<file path="src/rtl/irq_arb_pkg.sv">
package irq_arb_pkg;
   typedef enum logic [1:0] {
      SRC_NONE = 2'd0,
      SRC_EXC  = 2'd1,
      SRC_NMI  = 2'd2,
      SRC_INTR = 2'd3
   } src_e;
endpackage

</file>
<file path="src/rtl/irq_nmi_track.sv">
module irq_nmi_track #(
   parameter int SYNC_STAGES = 2
) (
   input  logic clk,
   input  logic rst_n,
   input  logic nmi_in,
   input  logic take_nmi,
   input  logic iret_done,
   output logic nmi_pend,
   output logic nmi_act
);
   localparam int CHAIN_W = SYNC_STAGES + 1;

   generate
      if (SYNC_STAGES < 2) begin : g_bad_sync
         $error("irq_nmi_track: SYNC_STAGES must be at least 2");
      end
   endgenerate

   logic [CHAIN_W-1:0] chain_q;
   logic               rise;

   always_ff @(posedge clk) begin
      if (!rst_n) chain_q <= '0;
      else        chain_q <= {chain_q[CHAIN_W-2:0], nmi_in};
   end

   assign rise = chain_q[SYNC_STAGES-1] & ~chain_q[SYNC_STAGES];

   // a new edge wins over a same-cycle take; edges while pending merge
   always_ff @(posedge clk) begin
      if (!rst_n)        nmi_pend <= 1'b0;
      else if (rise)     nmi_pend <= 1'b1;
      else if (take_nmi) nmi_pend <= 1'b0;
   end

   always_ff @(posedge clk) begin
      if (!rst_n)         nmi_act <= 1'b0;
      else if (take_nmi)  nmi_act <= 1'b1;
      else if (iret_done) nmi_act <= 1'b0;
   end

   // never taken while a handler of the same kind runs
   a_r7_no_nested_take: assert property (@(posedge clk) disable iff (!rst_n)
      take_nmi |-> (nmi_pend && !nmi_act));

   // a pending request survives until taken
   a_r8_pend_holds: assert property (@(posedge clk) disable iff (!rst_n)
      (nmi_pend && !take_nmi) |=> nmi_pend);
endmodule

</file>
<file path="src/rtl/irq_ie_stack.sv">
module irq_ie_stack #(
   parameter int DEPTH = 4
) (
   input  logic clk,
   input  logic rst_n,
   input  logic push,
   input  logic push_val,
   input  logic pop,
   output logic top_val
);
   generate
      if (DEPTH < 1) begin : g_bad_depth
         $error("irq_ie_stack: DEPTH must be at least 1");
      end

      if (DEPTH == 1) begin : g_single
         logic bit_q;
         always_ff @(posedge clk) begin
            if (!rst_n)    bit_q <= 1'b0;
            else if (push) bit_q <= push_val;
            else if (pop)  bit_q <= 1'b0;
         end
         assign top_val = bit_q;
      end else begin : g_shift
         logic [DEPTH-1:0] stk_q;
         always_ff @(posedge clk) begin
            if (!rst_n) begin
               stk_q <= '0;
            end else begin
               case ({push, pop})
                  2'b10:   stk_q <= {stk_q[DEPTH-2:0], push_val};
                  2'b01:   stk_q <= {1'b0, stk_q[DEPTH-1:1]};
                  2'b11:   stk_q[0] <= push_val;
                  default: stk_q <= stk_q;
               endcase
            end
         end
         assign top_val = stk_q[0];
      end
   endgenerate

   // the latest pushed value is on top
   a_r9_push_on_top: assert property (@(posedge clk) disable iff (!rst_n)
      push |=> (top_val == $past(push_val)));
endmodule

</file>
<file path="src/rtl/irq_arbiter.sv">
module irq_arbiter
   import irq_arb_pkg::*;
#(
   parameter int VEC_W       = 8,
   parameter int EXC_W       = 5,
   parameter int NMI_VEC     = 2,
   parameter int SYNC_STAGES = 2,
   parameter int NEST_DEPTH  = 4
) (
   input  logic             clk,
   input  logic             rst_n,
   input  logic             nmi_in,
   input  logic             intr_in,
   input  logic             ie_flag,
   input  logic             boundary,
   input  logic             exc_req,
   input  logic [EXC_W-1:0] exc_code,
   input  logic             iret_done,
   input  logic             ack_valid,
   input  logic [VEC_W-1:0] ack_vec,
   output logic             take_pulse,
   output logic [1:0]       take_src,
   output logic             vec_valid,
   output logic [VEC_W-1:0] vec_out,
   output logic             ack_req,
   output logic             ie_clear,
   output logic             ie_restore,
   output logic             ie_restore_val
);
   localparam int                 PAD_W   = VEC_W - EXC_W;
   localparam logic [VEC_W-1:0]   NMI_V   = VEC_W'(NMI_VEC);

   generate
      if (EXC_W >= VEC_W) begin : g_bad_exc
         $error("irq_arbiter: EXC_W must be narrower than VEC_W");
      end
      if (NMI_VEC >= (1 << VEC_W)) begin : g_bad_nmi
         $error("irq_arbiter: NMI_VEC does not fit in VEC_W");
      end
   endgenerate

   logic nmi_pend, nmi_act, top_val;
   logic ack_busy, go, take;
   src_e sel;

   assign go = boundary & ~ack_busy;

   always_comb begin
      if (exc_req)                  sel = SRC_EXC;
      else if (nmi_pend && !nmi_act) sel = SRC_NMI;
      else if (intr_in && ie_flag)   sel = SRC_INTR;
      else                           sel = SRC_NONE;
   end

   assign take = go && (sel != SRC_NONE);

   irq_nmi_track #(.SYNC_STAGES(SYNC_STAGES)) nmi_i (
      .clk       (clk),
      .rst_n     (rst_n),
      .nmi_in    (nmi_in),
      .take_nmi  (take && (sel == SRC_NMI)),
      .iret_done (iret_done),
      .nmi_pend  (nmi_pend),
      .nmi_act   (nmi_act)
   );

   irq_ie_stack #(.DEPTH(NEST_DEPTH)) stk_i (
      .clk      (clk),
      .rst_n    (rst_n),
      .push     (take),
      .push_val (ie_flag),
      .pop      (iret_done),
      .top_val  (top_val)
   );

   always_ff @(posedge clk) begin
      if (!rst_n) begin
         take_pulse     <= 1'b0;
         take_src       <= SRC_NONE;
         vec_valid      <= 1'b0;
         vec_out        <= '0;
         ack_busy       <= 1'b0;
         ie_clear       <= 1'b0;
         ie_restore     <= 1'b0;
         ie_restore_val <= 1'b0;
      end else begin
         take_pulse     <= take;
         take_src       <= take ? sel : SRC_NONE;
         ie_clear       <= take && (sel == SRC_NMI || sel == SRC_INTR);
         ie_restore     <= iret_done;
         ie_restore_val <= iret_done ? top_val : 1'b0;
         vec_valid      <= 1'b0;
         if (take && sel == SRC_EXC) begin
            vec_out   <= {{PAD_W{1'b0}}, exc_code};
            vec_valid <= 1'b1;
         end else if (take && sel == SRC_NMI) begin
            vec_out   <= NMI_V;
            vec_valid <= 1'b1;
         end else if (ack_busy && ack_valid) begin
            vec_out   <= ack_vec;
            vec_valid <= 1'b1;
         end
         if (take && sel == SRC_INTR) ack_busy <= 1'b1;
         else if (ack_valid)          ack_busy <= 1'b0;
      end
   end

   assign ack_req = ack_busy;

   // a take follows a boundary by one cycle
   a_r2_take_after_boundary: assert property (@(posedge clk) disable iff (!rst_n)
      take_pulse |-> $past(boundary));

   // exception entry never asks for acknowledge or flag clear
   a_r3_exc_quiet: assert property (@(posedge clk) disable iff (!rst_n)
      (take_pulse && take_src == SRC_EXC) |-> (!ie_clear && !ack_req && vec_out < VEC_W'(1 << EXC_W)));

   // non-maskable entry carries its fixed vector
   a_r4_nmi_vector: assert property (@(posedge clk) disable iff (!rst_n)
      (take_pulse && take_src == SRC_NMI) |-> (vec_out == NMI_V && vec_valid && ie_clear && !ack_req));

   // acknowledge request holds until answered
   a_r5_ack_hold: assert property (@(posedge clk) disable iff (!rst_n)
      (ack_req && !ack_valid) |=> ack_req);

   // no take while acknowledge is outstanding
   a_r10_no_take_busy: assert property (@(posedge clk) disable iff (!rst_n)
      $past(ack_req) |-> !take_pulse);
endmodule

</file>
<file path="config.mk">
export PLATFORM = sky130hd
export DESIGN_NAME = irq_arbiter
export DESIGN_NICKNAME = d
export VERILOG_FILES = /design/src/rtl/irq_arb_pkg.sv /design/src/rtl/irq_nmi_track.sv /design/src/rtl/irq_ie_stack.sv /design/src/rtl/irq_arbiter.sv
export SDC_FILE = /design/constraint.sdc
export NUM_CORES = 1
export LEC_CHECK = 0
export BUFFER_PORTS_ARGS = -buffer_cell sky130_fd_sc_hd__buf_2
export CORE_ASPECT_RATIO = 0.9
export CORE_MARGIN = 1
export CORE_UTILIZATION = 40
export CTS_BUF_LIST = sky130_fd_sc_hd__clkbuf_2
export CTS_CLUSTER_DIAMETER = 60
export CTS_CLUSTER_SIZE = 10
export DETAILED_ROUTE_END_ITERATION = 7
export GPL_ROUTABILITY_DRIVEN = 0
export PLACE_DENSITY = 0.72
export SETUP_SLACK_MARGIN = 0.15
export SYNTH_ARGS = -nofsm -noshare
export SYNTH_HDL_FRONTEND = slang
export SYNTH_SLANG_ARGS = --single-unit
</file>
<file path="constraint.sdc">
create_clock -name clk -period 2 [get_ports clk]
set_clock_uncertainty 0.1 [all_clocks]
set_input_delay 0.4 -clock clk [delete_from_list [all_inputs] [get_ports clk]]
set_output_delay 0.4 -clock clk [all_outputs]
set_load 0.01 [all_outputs]
</file>
Word level (Yosys, flattened, before mapping). Cells that the tools add are included.

Register bits after elaboration: 25. Input bits: 22. Output and inout port bits: 16. Logic and storage cells: 63.

Equality and inequality tests: 6. Multiplexer cells: 17. Bitwise gates (word level): 5. Reductions and logical operators: 21.

Operators with widths (number): 5-bit two-way mux (3); 2-bit nonzero test (6); 1-bit two-way mux (9); 2-bit equality test (second input constant) (4); 1-bit logical AND (8); 2-bit two-way mux (3); 3-bit case mux with 2 select lines (1); 2-bit by 1-bit equality test with 1-bit output (second input constant) (2); 2-bit AND reduction (2); 1-bit NOT (3); 3-bit nonzero test (1); 3-bit OR reduction (1); 1-bit AND (2); 1-bit case mux with 2 select lines (1); 2-bit OR reduction (1); 1-bit logical NOT (1); 1-bit logical OR (1).

Longest topological paths before layout. Gate-level depths: netlist of the first run.

Depth after elaboration: 9. Mapped depth: 8. Depth with buffers taken out: 8.

Cells and area by module. Synthesis of the first run repeated with hierarchy kept, for this count alone.

Cell total of the unflattened synthesis: 109. Area total of the unflattened synthesis: 1081.0 um^2.

Modules (own cells, without submodules): irq_arbiter (instances 1, cells an instance 73, area each 686.9 um^2, sequential area each 320.3 um^2); irq_ie_stack (instances 1, cells an instance 23, area each 230.2 um^2, sequential area each 80.1 um^2); irq_nmi_track (instances 1, cells an instance 13, area each 163.9 um^2, sequential area each 100.1 um^2).

Worst setup path after synthesis of the first run. No wires, ideal clock.

Path kind: reg2reg. Start point: register nmi_i.nmi_pend. End point: register stk_i.g_shift.stk_q[3]. Setup time: 115 ps. Data arrival time: 1542 ps. Data required time: 1785 ps. Setup slack: 243 ps. Cell stages (with the launch flop): 9. Buffers on the path: 0. Clock period less this slack: 1757 ps. Cells stage by stage: dfxtp_1 -> nor2b_1 -> nor2_1 -> a21oi_1 -> inv_1 -> ha_1 -> nand2_1 -> o22ai_1 -> and2_1.

Cells in the longest elaborated chain, start to end: 7. Elaborated cells between the ends (all ways): 9. Classes of those cells: eq/ne (2); mux (3); reduce/logical (4).

Ends and longest elaborated chain: start, declared (RTL line irq_nmi_track.sv:9) `output logic nmi_pend,`; start signal, assigned (RTL line irq_nmi_track.sv:32) `if (!rst_n) nmi_pend <= 1'b0;`; start signal, assigned (RTL line irq_nmi_track.sv:33) `else if (rise) nmi_pend <= 1'b1;`; start signal, assigned (RTL line irq_nmi_track.sv:34) `else if (take_nmi) nmi_pend <= 1'b0;`; 1-bit logical AND * (RTL line irq_arbiter.sv:50) `else if (nmi_pend && !nmi_act) sel = SRC_NMI;`; 2-bit two-way mux * (RTL line irq_arbiter.sv:50); 2-bit two-way mux * (RTL line irq_arbiter.sv:49) `if (exc_req) sel = SRC_EXC;`; 2-bit nonzero test * (RTL line irq_arbiter.sv:55) `assign take = go && (sel != SRC_NONE);`; 1-bit logical AND * (RTL line irq_arbiter.sv:55); net stk_i.push (RTL line irq_ie_stack.sv:6) `input logic push,`; 2-bit by 1-bit equality test with 1-bit output / 2-bit equality test (equally long branches) (RTL line irq_ie_stack.sv:30) `case ({push, pop})`; 3-bit case mux with 2 select lines / 2-bit nonzero test (equally long branches); end signal, assigned (RTL line irq_ie_stack.sv:31) `2'b10: stk_q <= {stk_q[DEPTH-2:0], push_val};`; end signal, assigned (RTL line irq_ie_stack.sv:32) `2'b01: stk_q <= {1'b0, stk_q[DEPTH-1:1]};`; end signal, assigned (RTL line irq_ie_stack.sv:34) `default: stk_q <= stk_q;`; end, declared (RTL line irq_ie_stack.sv:25) `logic [DEPTH-1:0] stk_q;`.

The timed path passes the listed nets; every way through them passes the cells marked *. A chain may end at the register's enable or synchronous reset.

Final worst setup path of the first run. Ends and elaborated chain as after synthesis.

==> summary.md, run 1 <==
| Metric | Value |
|---|---|
| Average size of a mapped cell | 9.69 um^2 |
| Clock latency on the worst-skew pair | 0.34 ns |
| Total overflow reported by the global router | 0 |
| Number of standard cells in the final layout excluding fillers | about 170 |
| Beginning of the worst register-to-register path | nmi_i.nmi_pend |
| Aggregate negative setup slack | 0 ns |
| Number of flops mapped to enable cells by yosys | 0 |
| Pin count of the biggest net entering global routing | 21 |
| Final total power | 869 uW |
| GR Util All Layers | 16.2% |
| Initial antenna violation count | 0 |
| Minimum clock period | between 1.5 and 2 ns |
| Critical path cell sequence | nor2b_2 > nor2_2 > a21oi_2 > inv_1 > ha_1 > nand2_1 > o22ai_1 > and2_1 |
| Crit share post-route | 88.3% |
| Required time of the critical path | 2.21 ns |
| Switching component of the power | roughly 240 uW |
| Switching share of power | 27.2% |
| Launch point of the critical path | nmi_i.nmi_pend |
| Number of DRC violations after detailed-routing iteration 0 | 8 |
| Remaining design rule violation count | 0 |
| Power share of the clock group | 22.7% |
| Maximum clock insertion buffer count | 2 |
| Post-detailed-route via-to-cell ratio | slightly above 5 |
| Slowest stage cell on the critical path | sky130_fd_sc_hd__dfxtp_4 |
| Distinct cell type count of the synthesized netlist | 32 |
| Most instantiated flip-flop cell in the synthesis netlist | sky130_fd_sc_hd__dfxtp_1 |
| Half-perimeter wire length after placement | 1.55 mm |
| Synthesized instance count | 108 |
| Cell count after placement | 170 |
| CTS tree | yes |
| Max-cap violations | 0 |
| Vias | 894 |
| First-pass GRT wire length | 3.62 mm |
| Via count of the first global-routing pass | 839 |
| Dominant delay contributor by cell family on the critical path | simple AND/OR/NAND/NOR gates |
| Critical path type | flip-flop to flip-flop |
| Total die area | between 2000 and 3000 um^2 |
| Sequential share of power | between 60% and 70% |
| Startpoint type of the worst setup path | flip-flop |
| Post-CTS setup-driven buffer insertion count | 0 |
| Area of the multi-input gates | 527 um^2 |
| Routed wire length | approximately 2 mm |
| Number of fillers in the final layout | 244 |
| Part of the power in combinational logic | 15.5% |
| Classification of the worst-slack hold path | input port to flip-flop |
| Number of hold violations in the final report | 0 |
| Ratio of cells with drive above 1 in the final layout | 34.9% |
| Standard-cell rows | 17 |
| Biggest cell delay along the critical path | about 0.42 ns |
| Detailed-routing iteration count for the pre-antenna-repair pass | 4 |
| CTS Sinks | 25 |
| Final-layout worst hold slack | 0.138 ns |
| Post-synthesis register bit count | 25 |
| Net count of the finished layout | 173 |
| Warning count from the yosys run | 0 |
| Combined buffer and inverter count along the critical path | 1 |
| Peak supply drop | 0.000363 V |
| Core region area | ~2500 um^2 |
| Root Buffer | sky130_fd_sc_hd__clkbuf_2 |
| H-tree level count | 1 |
| Port-buffer cells | 37 |
| Die W | between 50 and 60 um |
| Clock transition at the register clock pins on the worst setup and hold paths after CTS | between 0.2 and 0.25 ns |
| CP Capture Type | flip-flop |
| Antenna-violating nets left | 0 |
| Effective utilization at floorplan | 42.4% |
| Post-CTS Hold Fix Bufs | 0 |
| Count of inserted antenna diode cells | 0 |
| Outcome | complete, no violations |
| Maximum frequency from static timing analysis | 566 MHz |
| Source of the worst hold timing path | nmi_in |
| Power per Cell Area | between 600 and 700 nW/um^2 |
| Cell Int Power | between 600 and 700 uW |
| Static leakage | 0.000615 uW |
| CTS Buf Count | 3 |
| Mapped Area | 1050 um^2 |
| Maximum fanout along the worst path | 6 |
| Sequential cell area fraction in the yosys report | 47.8% |
| Synthesized netlist net count | around 130 |
| RSZ-0062 raised after global routing | true |
| Number of setup violations in the final report | 0 |
| Io pins | 38 |
| Arrival time at the worst endpoint | around 2 ns |
| Proportion of synthesized flip-flops having asynchronous set or reset | 0% |
| Area overhead of the layout relative to synthesis | 23.0% |
| Area used by sequential logic in the layout | 504 um^2 |
| Slew Limit Headroom | 77.0% |
| Chip height | just over 50 um |
| Max-slew violations | 0 |
| Pin slew with the least headroom to its limit | 0.345 ns |
| Drt wl/cell | 11.6 um |
## per-stage QoR
step,instance area [um^2],util [%],worst slack (ns)
2_1_floorplan,1050,-,0.243
3_3_place_gp,1250,50.8,0.183
3_5_place_dp,1250,50.8,0.0955
4_1_cts,1280,51.8,0.163
5_1_grt,1290,52.1,0.0976
6_report,1290,52.1,0.234
## worst register-to-register path: cells and delay by family (launching register included)
family          cells  cell delay, ns
fa+ha+maj           1            0.36
simple gates        4            0.48
compound gates      2            0.30
buf+inv             1            0.08
flops               1            0.42
## routing by layer
layer	vias up	GRT usage, %	wire length (um)
met4	0	6.10	23
met2	34	28.1	908
met5	-	0	0
met3	2	2.58	125
li1	456	-	-
met1	402	20.3	968
## state kept, by name (all words and copies together), names as in the netlist, 2 cells and up
name / flops
stk_i.g_shift.stk_q: 4
nmi_i.chain_q: 3
take_src: 2
vec_out: 8
## placed cells by master (no fill, tap or decap), types with 2 or more instances in the layout
cell and instances:
sky130_fd_sc_hd__a21oi_1 5, sky130_fd_sc_hd__nor2_1 5, sky130_fd_sc_hd__buf_2 37, sky130_fd_sc_hd__o21a_1 2, sky130_fd_sc_hd__inv_1 3, sky130_fd_sc_hd__mux2i_1 3, sky130_fd_sc_hd__nand2b_4 2, sky130_fd_sc_hd__o2bb2ai_1 4
sky130_fd_sc_hd__a211oi_1 2, sky130_fd_sc_hd__and2_1 7, sky130_fd_sc_hd__clkbuf_2 3, sky130_fd_sc_hd__nand2_1 14, sky130_fd_sc_hd__nor3_1 2, sky130_fd_sc_hd__nor2_2 2, sky130_fd_sc_hd__dfxtp_1 24, sky130_fd_sc_hd__o21ai_0 2
sky130_fd_sc_hd__nor2b_1 3, sky130_fd_sc_hd__o311a_1 4, sky130_fd_sc_hd__o211a_1 2, sky130_fd_sc_hd__ha_1 4
## synth_stat cells, types with 2 or more instances
cell,number,area share (%)
sky130_fd_sc_hd__a211oi_1,2,1.4
sky130_fd_sc_hd__a21oi_1,6,2.9
sky130_fd_sc_hd__and2_1,7,4.2
sky130_fd_sc_hd__clkbuf_1,2,0.72
sky130_fd_sc_hd__dfxtp_1,25,48
sky130_fd_sc_hd__ha_1,4,4.8
sky130_fd_sc_hd__inv_1,3,1.1
sky130_fd_sc_hd__mux2i_1,3,2.9
sky130_fd_sc_hd__nand2_1,14,5.0
sky130_fd_sc_hd__nand2b_4,2,2.6
sky130_fd_sc_hd__nor2_1,6,2.2
sky130_fd_sc_hd__nor2b_1,4,2.4
sky130_fd_sc_hd__nor3_1,2,0.96
sky130_fd_sc_hd__o211a_1,2,1.9
sky130_fd_sc_hd__o21a_1,2,1.4
sky130_fd_sc_hd__o21ai_0,2,0.96
sky130_fd_sc_hd__o2bb2ai_1,4,3.3
sky130_fd_sc_hd__o311a_1,4,3.8
## layout make-up
cell class	instances	area share (%)
well taps	28	2.72
clock inverters	1	0.389
repair buffers	37	14.4
multi-input cells	76	41.0
flip-flops and latches	25	39.2
inverters	4	1.17
clock buffers	3	1.17
## final timing paths
path	end	slack (ns)	cells past startpoint
setup / recovery	stk_i.g_shift.stk_q[3]	0.23	8
hold / removal	nmi_i.chain_q[0]	0.14	2
setup reg to reg	stk_i.g_shift.stk_q[3]	0.23	8
hold reg to reg	nmi_i.chain_q[1]	0.37	1
## what timing repair did
action / CTS / global route
setup endpoints to repair: 3 / 4
endpoints found under the hold margin: 0 / 0
gates resized for setup: 2 / 3
## kinds of logic (layout without fill, tap and decap cells)
family / count (synthesis) / in the layout / share of synthesized area [%]
simple gates: 41 / 41 / 21.2
compound gates: 28 / 28 / 20.7
flops: 25 / 25 / 47.8
buf+inv: 7 / 45 / 2.63
fa+ha+maj: 4 / 4 / 4.78
mux: 3 / 3 / 2.87
## power by group through the flow
stage / logic, uW / registers [uW] / clock network [uW]
6_report: 135 / 537 / 197
3_5_place_dp: 134 / 548 / 0
5_1_grt: 151 / 541 / 223
2_1_floorplan: 75.6 / 553 / 0
3_3_place_gp: 130 / 546 / 0
4_1_cts: 136 / 538 / 203
Note: power is estimated with default switching activity, not from simulation.
==> inputs of run 2 (changes only) <==
--- a/config.mk
+++ b/config.mk
@@ -5,7 +5,7 @@
 export SDC_FILE = /design/constraint.sdc
 export NUM_CORES = 1
 export LEC_CHECK = 0
-export BUFFER_PORTS_ARGS = -buffer_cell sky130_fd_sc_hd__buf_2
+export BUFFER_PORTS_ARGS = -buffer_cell sky130_fd_sc_hd__clkbuf_2
 export CORE_ASPECT_RATIO = 0.9
 export CORE_MARGIN = 1
 export CORE_UTILIZATION = 40
==> constraint.sdc (replaced) <==
create_clock -name clk -period 1.7 [get_ports clk]
set_clock_uncertainty 0.1 [all_clocks]
set_input_delay 0.34 -clock clk [delete_from_list [all_inputs] [get_ports clk]]
set_output_delay 0.34 -clock clk [all_outputs]
set_load 0.01 [all_outputs]
==> run 2 against run 1 <==
Net effect:
- global-route usage is 1.1 points higher
- cell count rose by 4.6%
- via count is 8.4% higher
- wire length grew 11%
- hold slack got worse by 0.072 ns
- critical endpoint is now stk_i.g_shift.stk_q[0]
==> summary.md, run 2 (synthesis gave the netlist of run 1 again) <==
| Metric | Value |
|---|---|
| Biggest cell delay along the critical path | 0.37 ns (-0.05 ns) |
| Count of inserted antenna diode cells | 0 (unchanged) |
| GR Util All Layers | 17.3% (+1.1 points) |
| Max-slew violations | 0 (unchanged) |
| Terminating pin of the worst hold path | vec_out[7] |
| Net count of the finished layout | 181 (+4.6%) |
| Port-buffer cells | 37 (unchanged) |
| Remaining design rule violation count | 0 (unchanged) |
| Top flop regs | vec_out: 8 flops, stk_i.g_shift.stk_q: 4 flops, nmi_i.chain_q: 3 flops |
| Clock transition at the register clock pins on the worst setup and hold paths after CTS | 0.25 ns (+0.02 ns) |
| Root Buffer | sky130_fd_sc_hd__clkbuf_2 |
| Standard-cell rows | 17 (unchanged) |
| Number of cells traversed by the worst hold path | 3 (+1) |
| Source of the worst hold timing path | ack_vec[7] |
| Classification of the worst-slack hold path | input port to flip-flop |
| Sequential share of power | 59.6% (-2.2 points) |
| Outcome | complete, no violations |
| Number of setup violations in the final report | 0 (unchanged) |
| Critical path cell sequence | nor2b_4 > nor2_4 > a21oi_4 > ha_1 > nor2_1 > mux2i_1 > o21ai_1 > and2_1 |
| Leading cell type in the layout, fill and taps excluded | sky130_fd_sc_hd__clkbuf_2 |
| Pin count of the biggest net entering global routing | 21 (unchanged) |
| CTS Sinks | 25 (unchanged) |
| Critical path type | flip-flop to flip-flop |
| CP Capture Type | flip-flop |
| Initial antenna violation count | 0 (unchanged) |
| Routed wire length | 2.26 mm (+11%) |
| Capture point of the worst reg-to-reg path | stk_i.g_shift.stk_q[0] |
| Peak supply drop | 0.000602 V (+66%) |
| Required time of the critical path | 1.87 ns (-0.34 ns) |
| Switching share of power | 27.8% (+0.62 points) |
| Cell Int Power | 763 uW (+21%) |
| Launch point of the critical path | nmi_i.nmi_pend |
| Arrival time at the worst endpoint | 1.75 ns (-0.22 ns) |
| H-tree level count | 1 (unchanged) |
| Most flop-heavy register | vec_out |
| Maximum clock insertion buffer count | 2 (unchanged) |
| Vias | 969 (+8.4%) |
| Maximum frequency from static timing analysis | 632 MHz (+12%) |
| Detailed-routing iteration count for the pre-antenna-repair pass | 4 (unchanged) |
| Chip height | 50.5 um (unchanged) |
| Post-layout instance area | 1390 um^2 (+8.0%) |
| Aggregate negative setup slack | 0 ns (unchanged) |
| Minimum clock period | 1.58 ns (-0.183 ns) |
| Total die area | 2820 um^2 (unchanged) |
| Post-detailed-route via-to-cell ratio | 5.32 (+3.6%) |
| Antenna-violating nets left | 0 (unchanged) |
| Total overflow reported by the global router | 0 (unchanged) |
| Number of DRC violations after detailed-routing iteration 0 | 15 (+7) |
| Final core utilization | 56.3% (+4.2 points) |
| Via count of the first global-routing pass | 883 (+5.2%) |
| CTS tree | yes |
| Flip-flop count of the largest register after layout | 8 (unchanged) |
| Effective utilization at floorplan | 42.4% (unchanged) |
| Power per Cell Area | 761 nW/um^2 (+13%) |
| Die W | 55.9 um (unchanged) |
| Beginning of the worst register-to-register path | nmi_i.nmi_pend |
| Startpoint type of the worst setup path | flip-flop |
| Final total power | 1060 uW (+22%) |
| CTS Buf Count | 3 (unchanged) |
| Area overhead of the layout relative to synthesis | 32.8% |
| Register-to-register setup slack | 0.12 ns (-0.12 ns) |
| Maximum fanout along the worst path | 3 (-3) |
| Clock latency on the worst-skew pair | 0.35 ns (about the same) |
| Crit share post-route | 93.1% (+4.8 points) |
| Number of hold violations in the final report | 0 (unchanged) |
| Ratio of cells with drive above 1 in the final layout | 42.2% (+7.3 points) |
| Area after DPL | 1310 um^2 (+4.1%) |
| Power share of the clock group | 22.3% (-0.4 points) |
| Slowest stage cell on the critical path | sky130_fd_sc_hd__dfxtp_2 |
| Most used cells in the layout excluding fill and tap cells | sky130_fd_sc_hd__clkbuf_2 (40), sky130_fd_sc_hd__dfxtp_1 (22), sky130_fd_sc_hd__nand2_1 (13), sky130_fd_sc_hd__buf_4 (8), sky130_fd_sc_hd__and2_1 (7) |
| Half-perimeter wire length after placement | 1.60 mm (+3.4%) |
| Part of the power in combinational logic | 18.1% (+2.6 points) |
| Slew Limit Headroom | 73.3% (-3.7 points) |
| Drt wl/cell | 12.4 um (+6.5%) |
| First-pass GRT wire length | 3.82 mm (+5.5%) |
| Core region area | 2470 um^2 (unchanged) |
| Static leakage | 0.000649 uW (+5.5%) |
| Max-cap violations | 0 (unchanged) |
| Switching component of the power | 294 uW (+24%) |
| Post-CTS Hold Fix Bufs | 0 (unchanged) |
| Io pins | 38 (unchanged) |
| Reg2reg path depth | 8 (unchanged) |
| RSZ-0062 raised after global routing | true |
| Pin slew with the least headroom to its limit | 0.397 ns (+0.0525 ns) |
| Final-layout worst hold slack | 0.0664 ns (-0.0718 ns) |
[run 2: power groups by stage]
stage	Combinational [uW]	Sequential, uW	Clock, uW
after floorplan	96.6	651	0
after global placement	168	644	0
after detailed placement	173	645	0
after CTS	188	630	250
after global routing	209	634	268
final	191	630	236
[run 2: critical path: cells and delay by family, from the launching register on]
kind	cells	cell delay [ns]
AO/OA/AOI/OAI	2	0.15
adder cells (fa/ha/maj)	1	0.18
flip-flops	1	0.37
multiplexers	1	0.19
AND/OR/NAND/NOR	4	0.51
[run 2: worst max-delay path by stage]
stage	to	slack [ns]	cells past startpoint
finish	stk_i.g_shift.stk_q[0]	0.12	8
global route	stk_i.g_shift.stk_q[0]	0.06	8
CTS	stk_i.g_shift.stk_q[0]	0.13	8
detailed placement	stk_i.g_shift.stk_q[2]	0.05	8
global placement	stk_i.g_shift.stk_q[0]	0.09	8
floorplan	stk_i.g_shift.stk_q[1]	0.16	8
[run 2: area by class of cell]
class	instances	area, um^2
multi-input cells	76	562
clock inverters	1	7.51
inverters	4	15.0
flip-flops and latches	25	509
well taps	28	35.0
clock buffers	3	15.0
repair buffers	45	245
fillers	224	1080
[run 2: timing repair]
action | 4_1_cts | 5_1_grt
endpoints found under the setup margin | 4 | 4
pin swaps | 4 | 2
hold endpoints to repair | 0 | 0
buffers inserted | 4 | 1
gates resized for setup | 9 | 0
gates cloned | 0 | 0
[run 2: metrics by stage]
step	cells	worst slack (ns)
finish	182	0.117
global route	182	0.0620
CTS	181	0.127
detailed placement	173	0.0472
global placement	173	0.0877
floorplan	108	0.157
[run 2: layer usage]
layer / wire length, um / track usage, % / vias to the layer above
li1: - / - / 478
met1: 986 / 19.3 / 448
met5: 0 / 0 / -
met2: 1080 / 31.9 / 41
met4: 16 / 3.66 / 0
met3: 169 / 5.93 / 2
==> inputs of run 3 (changes only) <==
--- a/config.mk
+++ b/config.mk
@@ -6,7 +6,7 @@
 export NUM_CORES = 1
 export LEC_CHECK = 0
 export BUFFER_PORTS_ARGS = -buffer_cell sky130_fd_sc_hd__clkbuf_2
-export CORE_ASPECT_RATIO = 0.9
+export CORE_ASPECT_RATIO = 2
 export CORE_MARGIN = 1
 export CORE_UTILIZATION = 40
 export CTS_BUF_LIST = sky130_fd_sc_hd__clkbuf_2
==> run 3 against run 2 <==
Net effect:
- wire length is 5.8% lower
- setup slack better by 0.042 ns
- sequential cell count stayed put
- count of clock-buffer cells in the layout is 1 higher
- cell area is 1.5% lower
- combinational power is 4% lower
- total power is 1.2% lower
- hold slack better by 0.029 ns
- cell count is 2.2% lower
- sequential power hardly changed
- highest routed layer unchanged
==> summary.md, run 3 (synthesis gave the netlist of run 1 again) <==
| Metric | Value |
|---|---|
| Outcome | complete, no violations |
| Most used cells in the layout excluding fill and tap cells | sky130_fd_sc_hd__clkbuf_2 (41), sky130_fd_sc_hd__dfxtp_1 (22), sky130_fd_sc_hd__nand2_1 (13), sky130_fd_sc_hd__and2_1 (7) |
| Total overflow reported by the global router | 0 (unchanged) |
| Switching share of power | 26.3% (-1.5 points) |
| Die W | 38.2 um (-32%) |
| Number of hold violations in the final report | 0 (unchanged) |
| Effective utilization at floorplan | 43.4% (+1.0 points) |
| Standard-cell rows | 25 (+8) |
| Via count of the first global-routing pass | 968 (+9.6%) |
| Pin slew with the least headroom to its limit | 0.362 ns (-0.0351 ns) |
| Slew Limit Headroom | 75.9% (+2.6 points) |
| Total die area | 2840 um^2 (+0.43%) |
| Number of setup violations in the final report | 0 (unchanged) |
| Antenna-violating nets left | 0 (unchanged) |
| Max-slew violations | 0 (unchanged) |
| Flip-flop count of the largest register after layout | 8 (unchanged) |
| Max-cap violations | 0 (unchanged) |
| CTS tree | yes |
| CTS Buf Count | 3 (unchanged) |
| Vias | 929 (-4.1%) |
| Startpoint type of the worst setup path | flip-flop |
| Leading cell type in the layout, fill and taps excluded | sky130_fd_sc_hd__clkbuf_2 |
| Aggregate negative setup slack | 0 ns (unchanged) |
| H-tree level count | 1 (unchanged) |
| Area overhead of the layout relative to synthesis | 30.7% |
| Remaining design rule violation count | 0 (unchanged) |
| Slowest stage cell on the critical path | sky130_fd_sc_hd__dfxtp_2 |
| Maximum clock insertion buffer count | 2 (unchanged) |
| Number of fillers in the final layout | 203 (-9.4%) |
| Classification of the worst-slack hold path | input port to flip-flop |
| Core region area | 2410 um^2 (-2.4%) |
| Post-detailed-route via-to-cell ratio | 5.22 (-2.0%) |
| Top flop regs | vec_out: 8 flops, stk_i.g_shift.stk_q: 4 flops, nmi_i.chain_q: 3 flops |
| Routed wire length | 2.13 mm (-5.8%) |
| Power share of the clock group | 21.8% (-0.5 points) |
| Arrival time at the worst endpoint | 1.73 ns (-0.02 ns) |
| Maximum fanout along the worst path | 6 (+3) |
| Pin count of the biggest net entering global routing | 21 (unchanged) |
| Worst setup timing slack at the placement stage | 0.0252 ns (-0.0220 ns) |
| Combined buffer and inverter count along the critical path | 1 (+1) |
| Half-perimeter wire length after placement | 1.67 mm (+4.7%) |
| RSZ-0062 raised after global routing | true |
| Chip height | 74.3 um (+47%) |
| Part of the power in combinational logic | 17.7% (-0.4 points) |
| Crit share post-route | 90.6% (-2.5 points) |
| GR Util All Layers | 17.7% (+0.43 points) |
| Root Buffer | sky130_fd_sc_hd__clkbuf_2 |
| Cell Int Power | 769 uW (+0.85%) |
| Net count of the finished layout | 178 (-1.7%) |
| Most flop-heavy register | vec_out |
| Count of inserted antenna diode cells | 0 (unchanged) |
| CTS Sinks | 25 (unchanged) |
| Detailed-routing iteration count for the pre-antenna-repair pass | 4 (unchanged) |
| Static leakage | 0.000634 uW (-2.3%) |
| Peak supply drop | 0.000487 V (-19%) |
| Sequential share of power | 60.5% (+0.9 points) |
| Port-buffer cells | 37 (unchanged) |
| Power per Cell Area | 763 nW/um^2 (+0.36%) |
| Post-CTS Hold Fix Bufs | 0 (unchanged) |
| Clock latency on the worst-skew pair | 0.32 ns (-0.03 ns) |
| Biggest cell delay along the critical path | 0.38 ns (about the same) |
| Dominant delay contributor by cell family on the critical path | simple AND/OR/NAND/NOR gates |
| Minimum clock period | 1.54 ns (-0.0417 ns) |
| Io pins | 38 (unchanged) |
| Critical path cell sequence | nor2b_4 > nor2_4 > a21oi_4 > inv_2 > ha_4 > nand2_2 > o22ai_1 > and2_1 |
| Critical path type | flip-flop to flip-flop |
| CP Capture Type | flip-flop |
| Clock transition at the register clock pins on the worst setup and hold paths after CTS | 0.22 ns (-0.03 ns) |
| Required time of the critical path | 1.89 ns (+0.02 ns) |
| Maximum frequency from static timing analysis | 649 MHz (+2.7%) |
| First-pass GRT wire length | 3.77 mm (-1.3%) |
| Drt wl/cell | 11.9 um (-3.7%) |
| Switching component of the power | 275 uW (-6.4%) |
| Final worst-path setup slack | 0.159 ns (+0.0417 ns) |
| Ratio of cells with drive above 1 in the final layout | 43.0% (+0.84 points) |
| Number of DRC violations after detailed-routing iteration 0 | 15 (unchanged) |
| Initial antenna violation count | 0 (unchanged) |
run 3: final timing paths:
kind                                        from                      to  slack, ns  cells past startpoint
worst min register to register  nmi_i.chain_q[0]        nmi_i.chain_q[1]       0.37                      1
worst max register to register    nmi_i.nmi_pend  stk_i.g_shift.stk_q[3]       0.16                      8
worst max-delay path              nmi_i.nmi_pend  stk_i.g_shift.stk_q[3]       0.16                      8
worst min-delay path                      nmi_in        nmi_i.chain_q[0]        0.1                      2
run 3: worst reg2reg max path, delay by kind of cell, from the launching register on:
kind                       cells  cell delay, ns
DFF                            1            0.38
AOI/OAI and AO/OA              2            0.25
and+or+nand+nor                4            0.40
buffers and inverters          1            0.08
adders and majority gates      1            0.29
run 3: power groups by stage:
| stage | combinational [uW] | sequential (uW) | clock, uW |
|---|---|---|---|
| after floorplan | 96.6 | 651 | 0 |
| after global placement | 168 | 644 | 0 |
| after detailed placement | 174 | 646 | 0 |
| after CTS | 185 | 632 | 241 |
| after global routing | 205 | 637 | 260 |
| final | 184 | 632 | 228 |
run 3: cell type report:
type                    count  area (um^2)  area share [%]
inverters                   4         15.0            1.10
clock buffers               4         20.0            1.46
multi-input cells          76          569            41.6
well taps                  27         33.8            2.47
flip-flops and latches     25          507            37.1
repair buffers             42          223            16.3
run 3: layer usage:
layer	routed length, um	vias to the layer above	track usage (%)
met2	1200	25	34.1
met1	823	434	17.7
met5	0	-	0
li1	-	468	-
met3	85	2	2.09
met4	18	0	7.14
run 3: what timing repair did:
item | CTS | global route
endpoints found under the setup margin | 4 | 4
endpoints found under the hold margin | 0 | 0
pin swaps | 4 | 2
buffers inserted | 2 | 0
resized for setup | 9 | 2
run 3: metrics by stage:
stage | hold slack (ns) | util (%) | total power, uW | instances | cell area [um^2]
global placement | 0.319 | 54.1 | 812 | 172 | 1300
floorplan | 0.312 | - | 748 | 108 | 1070
CTS | 0.0708 | 56.6 | 1060 | 178 | 1360
global route | 0.0713 | 56.8 | 1100 | 178 | 1370
detailed placement | 0.323 | 54.1 | 819 | 172 | 1300
finish | 0.0951 | 56.8 | 1040 | 178 | 1370
